`src/rtl/gpio_pkg.sv`:
```
package gpio_pkg;
  localparam int ADDR_W = 2;

  typedef enum logic [ADDR_W-1:0] {
    REG_PINS  = 2'd0,
    REG_LATCH = 2'd1,
    REG_DIR   = 2'd2,
    REG_RSVD  = 2'd3
  } reg_sel_e;
endpackage

```
`src/rtl/gpio_sync.sv`:
```
module gpio_sync #(
  parameter int WIDTH  = 8,
  parameter int STAGES = 2
) (
  input  logic             clk,
  input  logic             rst,
  input  logic [WIDTH-1:0] d,
  output logic [WIDTH-1:0] q
);
  logic [WIDTH-1:0] stage_q [STAGES];

  genvar s;
  generate
    for (s = 0; s < STAGES; s++) begin : g_stage
      if (s == 0) begin : g_first
        always_ff @(posedge clk) begin
          if (rst) stage_q[s] <= '0;
          else     stage_q[s] <= d;
        end
      end else begin : g_next
        always_ff @(posedge clk) begin
          if (rst) stage_q[s] <= '0;
          else     stage_q[s] <= stage_q[s-1];
        end
      end
    end
  endgenerate

  assign q = stage_q[STAGES-1];
endmodule

```
`src/rtl/gpio_regs.sv`:
```
module gpio_regs
  import gpio_pkg::*;
#(
  parameter int WIDTH = 8
) (
  input  logic              clk,
  input  logic              rst,
  input  logic [ADDR_W-1:0] addr,
  input  logic              wr_en,
  input  logic [WIDTH-1:0]  wr_data,
  input  logic              rd_en,
  input  logic [WIDTH-1:0]  pin_sync,
  output logic [WIDTH-1:0]  rd_data,
  output logic [WIDTH-1:0]  lat_q,
  output logic [WIDTH-1:0]  dir_q
);
  reg_sel_e         sel;
  logic             lat_we;
  logic             dir_we;
  logic [WIDTH-1:0] rd_mux;

  assign sel    = reg_sel_e'(addr);
  assign lat_we = wr_en && (sel == REG_PINS || sel == REG_LATCH);
  assign dir_we = wr_en && (sel == REG_DIR);

  always_ff @(posedge clk) begin
    if (rst) begin
      lat_q <= '0;
      dir_q <= '1;
    end else begin
      if (lat_we) lat_q <= wr_data;
      if (dir_we) dir_q <= wr_data;
    end
  end

  always_comb begin
    unique case (sel)
      REG_PINS:  rd_mux = pin_sync;
      REG_LATCH: rd_mux = lat_q;
      REG_DIR:   rd_mux = dir_q;
      default:   rd_mux = '0;
    endcase
  end

  always_ff @(posedge clk) begin
    if (rst)        rd_data <= '0;
    else if (rd_en) rd_data <= rd_mux;
  end
endmodule

```
`src/rtl/gpio_pad_mux.sv`:
```
module gpio_pad_mux #(
  parameter int WIDTH = 8
) (
  input  logic [WIDTH-1:0] lat_q,
  input  logic [WIDTH-1:0] dir_q,
  input  logic [WIDTH-1:0] per_sel,
  input  logic [WIDTH-1:0] per_oe,
  input  logic [WIDTH-1:0] per_out,
  input  logic [WIDTH-1:0] force_in,
  output logic [WIDTH-1:0] pad_out,
  output logic [WIDTH-1:0] pad_oe
);
  genvar b;
  generate
    for (b = 0; b < WIDTH; b++) begin : g_bit
      logic drive_req;
      assign pad_out[b] = per_sel[b] ? per_out[b] : lat_q[b];
      assign drive_req  = per_sel[b] ? per_oe[b]  : ~dir_q[b];
      assign pad_oe[b]  = drive_req & ~force_in[b];
    end
  endgenerate
endmodule

```
`src/rtl/gpio_port.sv`:
```
module gpio_port
  import gpio_pkg::*;
#(
  parameter int WIDTH       = 8,
  parameter int SYNC_STAGES = 2
) (
  input  logic              clk,
  input  logic              rst,
  input  logic [ADDR_W-1:0] addr,
  input  logic              wr_en,
  input  logic [WIDTH-1:0]  wr_data,
  input  logic              rd_en,
  output logic [WIDTH-1:0]  rd_data,
  input  logic [WIDTH-1:0]  per_sel,
  input  logic [WIDTH-1:0]  per_oe,
  input  logic [WIDTH-1:0]  per_out,
  input  logic [WIDTH-1:0]  force_in,
  output logic [WIDTH-1:0]  per_in,
  input  logic [WIDTH-1:0]  pad_in,
  output logic [WIDTH-1:0]  pad_out,
  output logic [WIDTH-1:0]  pad_oe
);
  logic [WIDTH-1:0] pin_sync;
  logic [WIDTH-1:0] lat_q;
  logic [WIDTH-1:0] dir_q;

  gpio_sync #(.WIDTH(WIDTH), .STAGES(SYNC_STAGES)) u_sync (
    .clk (clk),
    .rst (rst),
    .d   (pad_in),
    .q   (pin_sync)
  );

  gpio_regs #(.WIDTH(WIDTH)) u_regs (
    .clk      (clk),
    .rst      (rst),
    .addr     (addr),
    .wr_en    (wr_en),
    .wr_data  (wr_data),
    .rd_en    (rd_en),
    .pin_sync (pin_sync),
    .rd_data  (rd_data),
    .lat_q    (lat_q),
    .dir_q    (dir_q)
  );

  gpio_pad_mux #(.WIDTH(WIDTH)) u_mux (
    .lat_q    (lat_q),
    .dir_q    (dir_q),
    .per_sel  (per_sel),
    .per_oe   (per_oe),
    .per_out  (per_out),
    .force_in (force_in),
    .pad_out  (pad_out),
    .pad_oe   (pad_oe)
  );

  assign per_in = pin_sync;
endmodule

```
`config.mk`:
```
export PLATFORM = sky130hd
export DESIGN_NAME = gpio_port
export DESIGN_NICKNAME = d
export VERILOG_FILES = /design/src/rtl/gpio_pkg.sv /design/src/rtl/gpio_sync.sv /design/src/rtl/gpio_regs.sv /design/src/rtl/gpio_pad_mux.sv /design/src/rtl/gpio_port.sv
export SDC_FILE = /design/constraint.sdc
export NUM_CORES = 1
export LEC_CHECK = 0
export CAP_MARGIN = 5
export CORE_ASPECT_RATIO = 1.2
export CORE_MARGIN = 2
export CORE_UTILIZATION = 35
export DETAILED_ROUTE_END_ITERATION = 12
export GPL_TIMING_DRIVEN = 0
export HOLD_SLACK_MARGIN = 0.15
export PLACE_DENSITY = 0.72
export REMOVE_ABC_BUFFERS = 1
export SLEW_MARGIN = 25
export SYNTH_ARGS = -nofsm -noshare
export SYNTH_HDL_FRONTEND = slang
export SYNTH_SLANG_ARGS = --single-unit
```
`constraint.sdc`:
```
create_clock -name clk -period 1.35 [get_ports clk]
set_input_delay 0.27 -clock clk [delete_from_list [all_inputs] [get_ports clk]]
set_output_delay 0.27 -clock clk [all_outputs]
set_load 0.01 [all_outputs]
```
==> flow_summary.json, run 1 <==
{
  "die-width_um": 66.9,
  "coreArea_sq_um": 4590,
  "fin_crit_ns": 1.33,
  "globalRouteMet1Util": 0.189,
  "critPathLaunchType": "primary input",
  "grt_use_met3": 0.0536,
  "start_util": 0.362,
  "drive_gt1_frac": 0.149,
  "syn-mean-instance-area_sq_um": 8.62,
  "grtUsageTotal": 0.166,
  "path_max_fanout": 1,
  "drcViolationCount": 0,
  "holdCritPathClass": "reg2reg",
  "rows": 27,
  "yosysWarnings": 0,
  "grt_pass1_wl_um": 6670,
  "gp_congestion": 0.677,
  "slowest_delay_ns": 0.39,
  "fill_cells": 439,
  "drv_slew": 0,
  "rsz0062_at_grt": "yes",
  "synth-seq-cells": 40,
  "vias": 1543,
  "max_freq_ghz": 0.754,
  "status": "complete, no violations",
  "cts_tree": "built",
  "design_area_sq_um": 2570,
  "ff2ff_path_depth": 3,
  "synth.distinct_cells": 17,
  "final_antenna_net_count": 0,
  "relSlewSlack": 0.550,
  "gr-total-overflow": 0,
  "skew_ns": 0.000670,
  "final_core_util": 0.560,
  "setup_viol": 0,
  "leakage_uw": 0.00114,
  "setup_tns_ns": 0,
  "placed_cells": 324,
  "dieArea_sq_um": 5320,
  "layout.cells.non_filler": 334,
  "endpoint_kind": "primary output",
  "io_pins": 86,
  "cp_data_arrival_time_ns": 1.06,
  "met2_usage": 0.288,
  "hold_violations": 0,
  "synthesis.area_sq_um": 1660,
  "maxCapViolCount": 0,
  "insertedDiodeCount": 0,
  "areaGrowthSynthToFinish_pct": 54.6,
  "dp_hpwl_um": 2860,
  "p_per_area_nw_per_um2": 979,
  "holdWs_ns": 0.437,
  "dieHeight_um": 79.5,
  "clockBufferDepth": 2,
  "insertion_delay_ns": 0.28,
  "peakVddDrop_uv": 559,
  "cts-root-buf": "clkbuf_8",
  "cts.clk_slew.worst_paths_ns": 0.07,
  "busiest_layer": "met2",
  "grt_pass1_vias": 1463,
  "required_ns": 1.08,
  "grt_max_degree": 41,
  "wl_um": 4110,
  "io_buffers": 85,
  "avgViaCountPerCell": 4.62,
  "synthCells": 193,
  "path_cells": "clkdlybuf4s50_1, mux2_2, buf_2",
  "whs_path_depth": 1,
  "drtIter0Drc": 55,
  "cts_max_level": 2,
  "fin_crit_sh": 0.983,
  "seq_area_frac_synth": 0.481,
  "finalNetCount": 329,
  "clock_sinks": 40,
  "antenna_found_initial": 0,
  "routedWlPerCell_um": 12.3,
  "cpMaxStageDelayCell": "clkdlybuf4s50_1",
  "placed_area_sq_um": 2530,
  "worst-setup-path-type": "in2out",
  "worst_pin_slew_ns": 0.675,
  "cts_buffers": 5,
  "drt-pass1-iter-count": 3
}
cell families (layout without fill, tap and decap cells):
kind of cell           Yosys count  after routing  share of synthesized area
multiplexers                    16             16                      0.102
flip-flops                      40             40                      0.481
buffers and inverters           12             95                     0.0331
AO/OA/AOI/OAI                   24             24                     0.0902
AND/OR/NAND/NOR                101            101                      0.293
synthesized netlist by cell type:
| cell | count | share of area |
|---|---|---|
| buf_1 | 2 | 0.0045 |
| and2b_1 | 2 | 0.0090 |
| dfxtp_1 | 40 | 0.48 |
| buf_2 | 2 | 0.0060 |
| and3b_1 | 1 | 0.0053 |
| mux2i_1 | 8 | 0.048 |
| or2_0 | 8 | 0.030 |
| nand2_1 | 40 | 0.090 |
| mux2_2 | 8 | 0.054 |
| nand3b_1 | 9 | 0.041 |
| nor2b_1 | 16 | 0.060 |
| a311oi_1 | 8 | 0.042 |
| nor2_1 | 24 | 0.054 |
| a21oi_1 | 16 | 0.048 |
| nand2b_1 | 1 | 0.0038 |
| clkbuf_1 | 7 | 0.016 |
| buf_6 | 1 | 0.0068 |
worst max-delay path: cells and delay by family:
family | cells | cell delay [ns]
muxes | 1 | 0.25
buffers and inverters | 2 | 0.53
final cells by class:
cell class	instances	area, sq um	share of cell area
sequential	40	806	0.313
clock buffer	8	90.1	0.0350
tap	58	72.6	0.0282
timing repair buffer	87	781	0.304
multi-input combinational	141	823	0.320
sequential cells by signal, indices dropped and copies added (netlist names):
name / flops
u_regs.lat_q: 8
u_sync.stage_q: 16
u_regs.rd_data: 8
u_regs.dir_q: 8
power by group:
part           leakage, uW  internal (uW)  switching (uW)
logic             0.000764            270             183
registers         0.000328           1240            31.2
clock network    0.0000455            416             376
metrics by stage:
step                total power (uW)  worst slack, ns
floorplan                       1460            0.420
global placement                1790           -0.771
detailed placement              1800           -0.770
CTS                             2540           0.0175
global route                    2660        -0.000698
finish                          2520           0.0231
per-layer routing:
layer	part of all wire	up-vias
li1	-	801
met1	0.42	682
met2	0.49	54
met4	0.014	0
met5	0	-
met3	0.075	6
path summary, 6_finish.rpt:
| check | from | to | slack, ns |
|---|---|---|---|
| worst min-delay path | u_sync.stage_q[0][3] | u_sync.stage_q[1][3] | 0.44 |
| worst max-delay path | per_out[7] | pad_out[7] | 0.02 |
| worst min register to register | u_sync.stage_q[0][3] | u_sync.stage_q[1][3] | 0.44 |
| worst max register to register | u_regs.dir_q[2] | u_regs.rd_data[2] | 0.38 |
cells in the final DEF (no fill, tap or decap):
| master | netlist | layout |
|---|---|---|
| clkdlybuf4s15_2 | 0 | 1 |
| nor2b_1 | 16 | 16 |
| and2b_1 | 2 | 1 |
| clkbuf_8 | 0 | 6 |
| nor2_1 | 24 | 23 |
| dfxtp_2 | 0 | 4 |
| a21oi_2 | 0 | 1 |
| clkdlybuf4s50_1 | 0 | 40 |
| nand2_1 | 40 | 40 |
| buf_4 | 0 | 2 |
| nand2b_1 | 1 | 1 |
| mux2i_1 | 8 | 8 |
| buf_6 | 1 | 4 |
| nand3b_1 | 9 | 9 |
| a311oi_1 | 8 | 8 |
| mux2_4 | 0 | 2 |
| nor2_2 | 0 | 1 |
| dfxtp_1 | 40 | 36 |
| and2b_2 | 0 | 1 |
| clkbuf_1 | 7 | 2 |
| buf_2 | 2 | 13 |
| a21oi_1 | 16 | 15 |
| dlygate4sd2_1 | 0 | 25 |
| or2_0 | 8 | 8 |
| and3b_1 | 1 | 1 |
| dlymetal6s2s_1 | 0 | 2 |
| mux2_2 | 8 | 6 |
repair_timing:
item | in CTS | in global routing
buffers inserted | 2 | 0
hold buffers | 0 | 0
gates resized for setup | 98 | 9
setup endpoints to repair | 56 | 11
pin swaps | 1 | 1
No activity file was read; power rests on OpenSTA's default activity.
==> run 2: changes to the inputs <==
--- a/config.mk
+++ b/config.mk
@@ -7,12 +7,12 @@
 export LEC_CHECK = 0
 export CAP_MARGIN = 5
 export CORE_ASPECT_RATIO = 1.2
-export CORE_MARGIN = 2
+export CORE_MARGIN = 4
 export CORE_UTILIZATION = 35
 export DETAILED_ROUTE_END_ITERATION = 12
 export GPL_TIMING_DRIVEN = 0
 export HOLD_SLACK_MARGIN = 0.15
-export PLACE_DENSITY = 0.72
+export PLACE_DENSITY = 0.74
 export REMOVE_ABC_BUFFERS = 1
 export SLEW_MARGIN = 25
 export SYNTH_ARGS = -nofsm -noshare
==> constraint.sdc (replaced) <==
create_clock -name clk -period 1.35 [get_ports clk]
set_input_delay 0.135 -clock clk [delete_from_list [all_inputs] [get_ports clk]]
set_output_delay 0.135 -clock clk [all_outputs]
set_load 0.01 [all_outputs]
==> flow_summary.json, run 2 (same netlist as run 1, synthesis figures left out) <==
{
  "design_area_sq_um": 2650,
  "io_pins": 86,
  "p_per_area_nw_per_um2": 1050,
  "start_util": 0.362,
  "die-width_um": 70.9,
  "drt-pass1-iter-count": 4,
  "setup_viol": 0,
  "timing.rr.start": "u_sync.stage_q[1][5]",
  "placed_area_sq_um": 2530,
  "peakVddDrop_uv": 550,
  "skew_ns": 0.00521,
  "worst_path_dominant_cell_family": "buffers and inverters",
  "dp_hpwl_um": 3170,
  "path_cells": "clkdlybuf4s50_1",
  "whs_path_depth": 2,
  "top_register": "u_sync.stage_q",
  "fin_crit_sh": 0.967,
  "worst-setup-path-type": "reg2out",
  "final_antenna_net_count": 0,
  "grt_pass1_wl_um": 6960,
  "gr-total-overflow": 0,
  "maxCapViolCount": 0,
  "insertion_delay_ns": 0.28,
  "drtIter0Drc": 57,
  "drv_slew": 0,
  "required_ns": 1.22,
  "dieHeight_um": 83.5,
  "leakage_uw": 0.00113,
  "cts-root-buf": "clkbuf_8",
  "clock_sinks": 40,
  "cp_data_arrival_time_ns": 1.17,
  "routedWlPerCell_um": 12.9,
  "io_buffers": 85,
  "areaGrowthSynthToFinish_pct": 59.3,
  "worstReg2RegEnd": "u_regs.rd_data[5]",
  "final_common_cell": "clkdlybuf4s50_1",
  "drive_gt1_frac": 0.0982,
  "gp_congestion": 0.696,
  "grt_max_degree": 41,
  "ctsHoldBuffers": 0,
  "relSlewSlack": 0.547,
  "final_core_util": 0.577,
  "grt_pass1_vias": 1613,
  "cts_tree": "built",
  "pre_cts_slack_ns": -0.595,
  "status": "complete, no violations",
  "layout_common_cells": "clkdlybuf4s50_1, nand2_1, dfxtp_1",
  "cts.clk_slew.worst_paths_ns": 0.07,
  "path_buf_inv": 1,
  "antenna_found_initial": 0,
  "insertedDiodeCount": 0,
  "cts_max_level": 2,
  "setup_slack_ns": 0.0442,
  "cts_buffers": 5,
  "coreArea_sq_um": 4590,
  "worst_pin_slew_ns": 0.680,
  "rsz0062_at_grt": "no",
  "grtUsageTotal": 0.145,
  "slowest_delay_ns": 0.55,
  "largest_reg_flops": 16,
  "r2r_slack_ns": 0.38,
  "wl_um": 4290,
  "rows": 27,
  "endpoint_kind": "primary output",
  "critPathLaunchType": "flip-flop",
  "cpMaxStageDelayCell": "clkdlybuf4s50_1",
  "hold_path_startpoint": "rst",
  "fill_cells": 455,
  "max_freq_ghz": 0.766,
  "vias": 1565,
  "dieArea_sq_um": 5930,
  "ff2ff_path_depth": 3,
  "avgViaCountPerCell": 4.70,
  "finalNetCount": 328,
  "fin_crit_ns": 1.31,
  "drcViolationCount": 0,
  "path_max_fanout": 2,
  "clockBufferDepth": 2,
  "hold_end": "u_sync.stage_q[0][4]",
  "holdCritPathClass": "in2reg",
  "hold_violations": 0
}
## run 2: cell types whose count changed in the layout (fill, tap and decap cells not counted), moves of 4 or more
| cell | before | now |
|---|---|---|
| clkdlybuf4s50_1 | 40 | 57 |
| buf_2 | 13 | 1 |
| dlygate4sd2_1 | 25 | 20 |
| buf_6 | 4 | 0 |
## run 2: power breakdown
group	internal, uW	switching (uW)
Sequential	1240	32.5
Clock	652	384
Combinational	284	181
Total	2180	597
## run 2: per-layer routing
metal	part of all wire	track usage	vias up	wire length (um)
li1	-	-	799	-
met1	0.39	0.146	711	1670
met2	0.53	0.274	51	2260
met3	0.074	0.0530	4	319
met4	0.0082	0.0410	0	35
met5	0	0	-	0
## run 2: how the worst max path moves through the flow
stage | depth (start not counted) | slack, ns | end | from
2_1_floorplan | 3 | 0.43 | u_regs.rd_data[0] | u_sync.stage_q[1][0]
3_3_place_gp | 4 | -0.59 | u_regs.dir_q[1] | addr[1]
3_5_place_dp | 4 | -0.60 | u_regs.rd_data[1] | addr[1]
4_1_cts | 4 | 0.001 | u_regs.dir_q[3] | addr[0]
5_1_grt | 2 | 0.002 | pad_out[6] | u_regs.lat_q[6]
6_report | 1 | 0.04 | rd_data[1] | u_regs.rd_data[1]
## run 2: through the flow
stage               instances  power, uW  hold WS [ns]  setup TNS (ns)
global route              333       2900         0.402               0
detailed placement        324       1800         0.425          -15.98
CTS                       332       2820         0.378               0
global placement          324       1790         0.417          -22.80
finish                    333       2780         0.382               0
floorplan                 181       1460         0.204               0
## run 2: cell type report
class	count	area (sq um)	area share
clock buffer	7	96.3	0.0363
tap	58	72.6	0.0274
timing repair buffer	86	836	0.315
sequential	40	807	0.304
multi-input combinational	141	810	0.305
clock inverter	1	30.0	0.0113
## run 2: what timing repair did
| item | CTS | global route |
|---|---|---|
| endpoints found under the setup margin | 40 | 24 |
| gates resized for setup | 29 | 10 |
| buffers inserted | 0 | 1 |
==> run 3: changes to the inputs <==
==> constraint.sdc (replaced) <==
create_clock -name clk -period 1.35 [get_ports clk]
set_input_delay 0.135 -clock clk [delete_from_list [all_inputs] [get_ports clk]]
set_output_delay 0.135 -clock clk [all_outputs]
set_load 0.02 [all_outputs]
==> flow_summary.json, run 3 (same netlist as run 1, synthesis figures left out) <==
{
  "largest_reg_flops": 16,
  "drtIter0Drc": 47,
  "areaGrowthSynthToFinish_pct": 54.1,
  "clockBufferDepth": 2,
  "peakVddDrop_uv": 554,
  "coreArea_sq_um": 4590,
  "io_pins": 86,
  "hold_violations": 0,
  "clock_sinks": 40,
  "insertedDiodeCount": 0,
  "cp_data_arrival_time_ns": 1.15,
  "cts_tree": "built",
  "grt_max_degree": 41,
  "gr-total-overflow": 0,
  "worst_pin_slew_ns": 0.677,
  "final_common_cell": "clkdlybuf4s50_1",
  "rows": 27,
  "finalNetCount": 328,
  "start_util": 0.362,
  "routed-wl-met3_um": 331,
  "skew_ns": 0.00537,
  "dieHeight_um": 83.5,
  "wl_um": 4260,
  "relSlewSlack": 0.549,
  "wl_met1_um": 1660,
  "antenna_found_initial": 0,
  "ctsHoldBuffers": 0,
  "drt-pass1-iter-count": 4,
  "required_ns": 1.22,
  "setup_tns_ns": 0,
  "path_max_fanout": 3,
  "maxCapViolCount": 0,
  "cts_buffers": 5,
  "fin_crit_sh": 0.954,
  "final_antenna_net_count": 0,
  "power_uw": 2800,
  "die-width_um": 70.9,
  "leakage_uw": 0.00112,
  "io_buffers": 85,
  "dp_hpwl_um": 3170,
  "grt_pass1_vias": 1608,
  "layout_common_cells": "clkdlybuf4s50_1, nand2_1, dfxtp_1",
  "drv_slew": 0,
  "fin_crit_ns": 1.29,
  "dieArea_sq_um": 5930,
  "routed-wl-met2_um": 2230,
  "max_freq_ghz": 0.776,
  "holdCritPathClass": "in2reg",
  "p_per_area_nw_per_um2": 1090,
  "setup_viol": 0,
  "vias": 1559,
  "critPathLaunchType": "flip-flop",
  "drive_gt1_frac": 0.131,
  "routedWlPerCell_um": 12.8,
  "avgViaCountPerCell": 4.68,
  "routed.top_layer": "met4",
  "insertion_delay_ns": 0.28,
  "cts-root-buf": "clkbuf_8",
  "drcViolationCount": 0,
  "status": "complete, no violations",
  "grt_pass1_wl_um": 6960,
  "worst-setup-path-type": "reg2out",
  "grtUsageTotal": 0.145,
  "cts.clk_slew.worst_paths_ns": 0.07,
  "cts_max_level": 2,
  "endpoint_kind": "primary output",
  "top_register": "u_sync.stage_q",
  "rsz0062_at_grt": "no",
  "gp_congestion": 0.696
}
==> run 3: area by class of cell <==
type / count / area (sq um)
Clock inverter: 1 / 30.0
Multi-Input combinational cell: 141 / 810
Timing Repair Buffer: 86 / 754
Clock buffer: 7 / 96.3
Sequential cell: 40 / 802
Fill cell: 465 / 2030
Tap cell: 58 / 72.6
==> run 3: worst paths after layout <==
kind | to | startpoint | slack [ns] | depth (start not counted)
setup / recovery | pad_oe[7] | u_regs.dir_q[7] | 0.06 | 4
hold / removal | u_sync.stage_q[0][4] | rst | 0.38 | 2
setup reg to reg | u_regs.rd_data[5] | u_regs.dir_q[5] | 0.35 | 3
hold reg to reg | u_sync.stage_q[1][1] | u_sync.stage_q[0][1] | 0.44 | 1
==> run 3: worst max-delay path: stages, from the launching register on <==
cell	delay, ns
dfxtp_1	0.32
nor2_1	0.10
a21oi_1	0.04
nor2_1	0.08
dlygate4sd2_1	0.33
==> run 3: layer usage <==
layer / global-route usage / up-vias
met5: 0 / -
met1: 0.146 / 703
li1: - / 801
met4: 0.0410 / 0
met2: 0.274 / 51
met3: 0.0518 / 4
==> run 3: power by group <==
group          total [uW]  switching (uW)  internal [uW]
Sequential           1270            31.5           1240
Clock                1040             383            652
Combinational         488             224            264
==> run 3: metrics by stage <==
stage	instances	util	hold WS, ns	area (sq um)	setup WS, ns
floorplan	181	-	0.204	1610	0.349
global placement	324	0.551	0.417	2530	-0.590
detailed placement	324	0.550	0.425	2530	-0.595
CTS	332	0.563	0.378	2580	0.000182
global route	333	0.558	0.403	2560	0.00549
finish	333	0.558	0.381	2560	0.0615
==> run 3: timing repair <==
action | in CTS | in global routing
setup endpoints to repair | 56 | 23
resized for setup | 59 | 17
setup buffers | 0 | 1
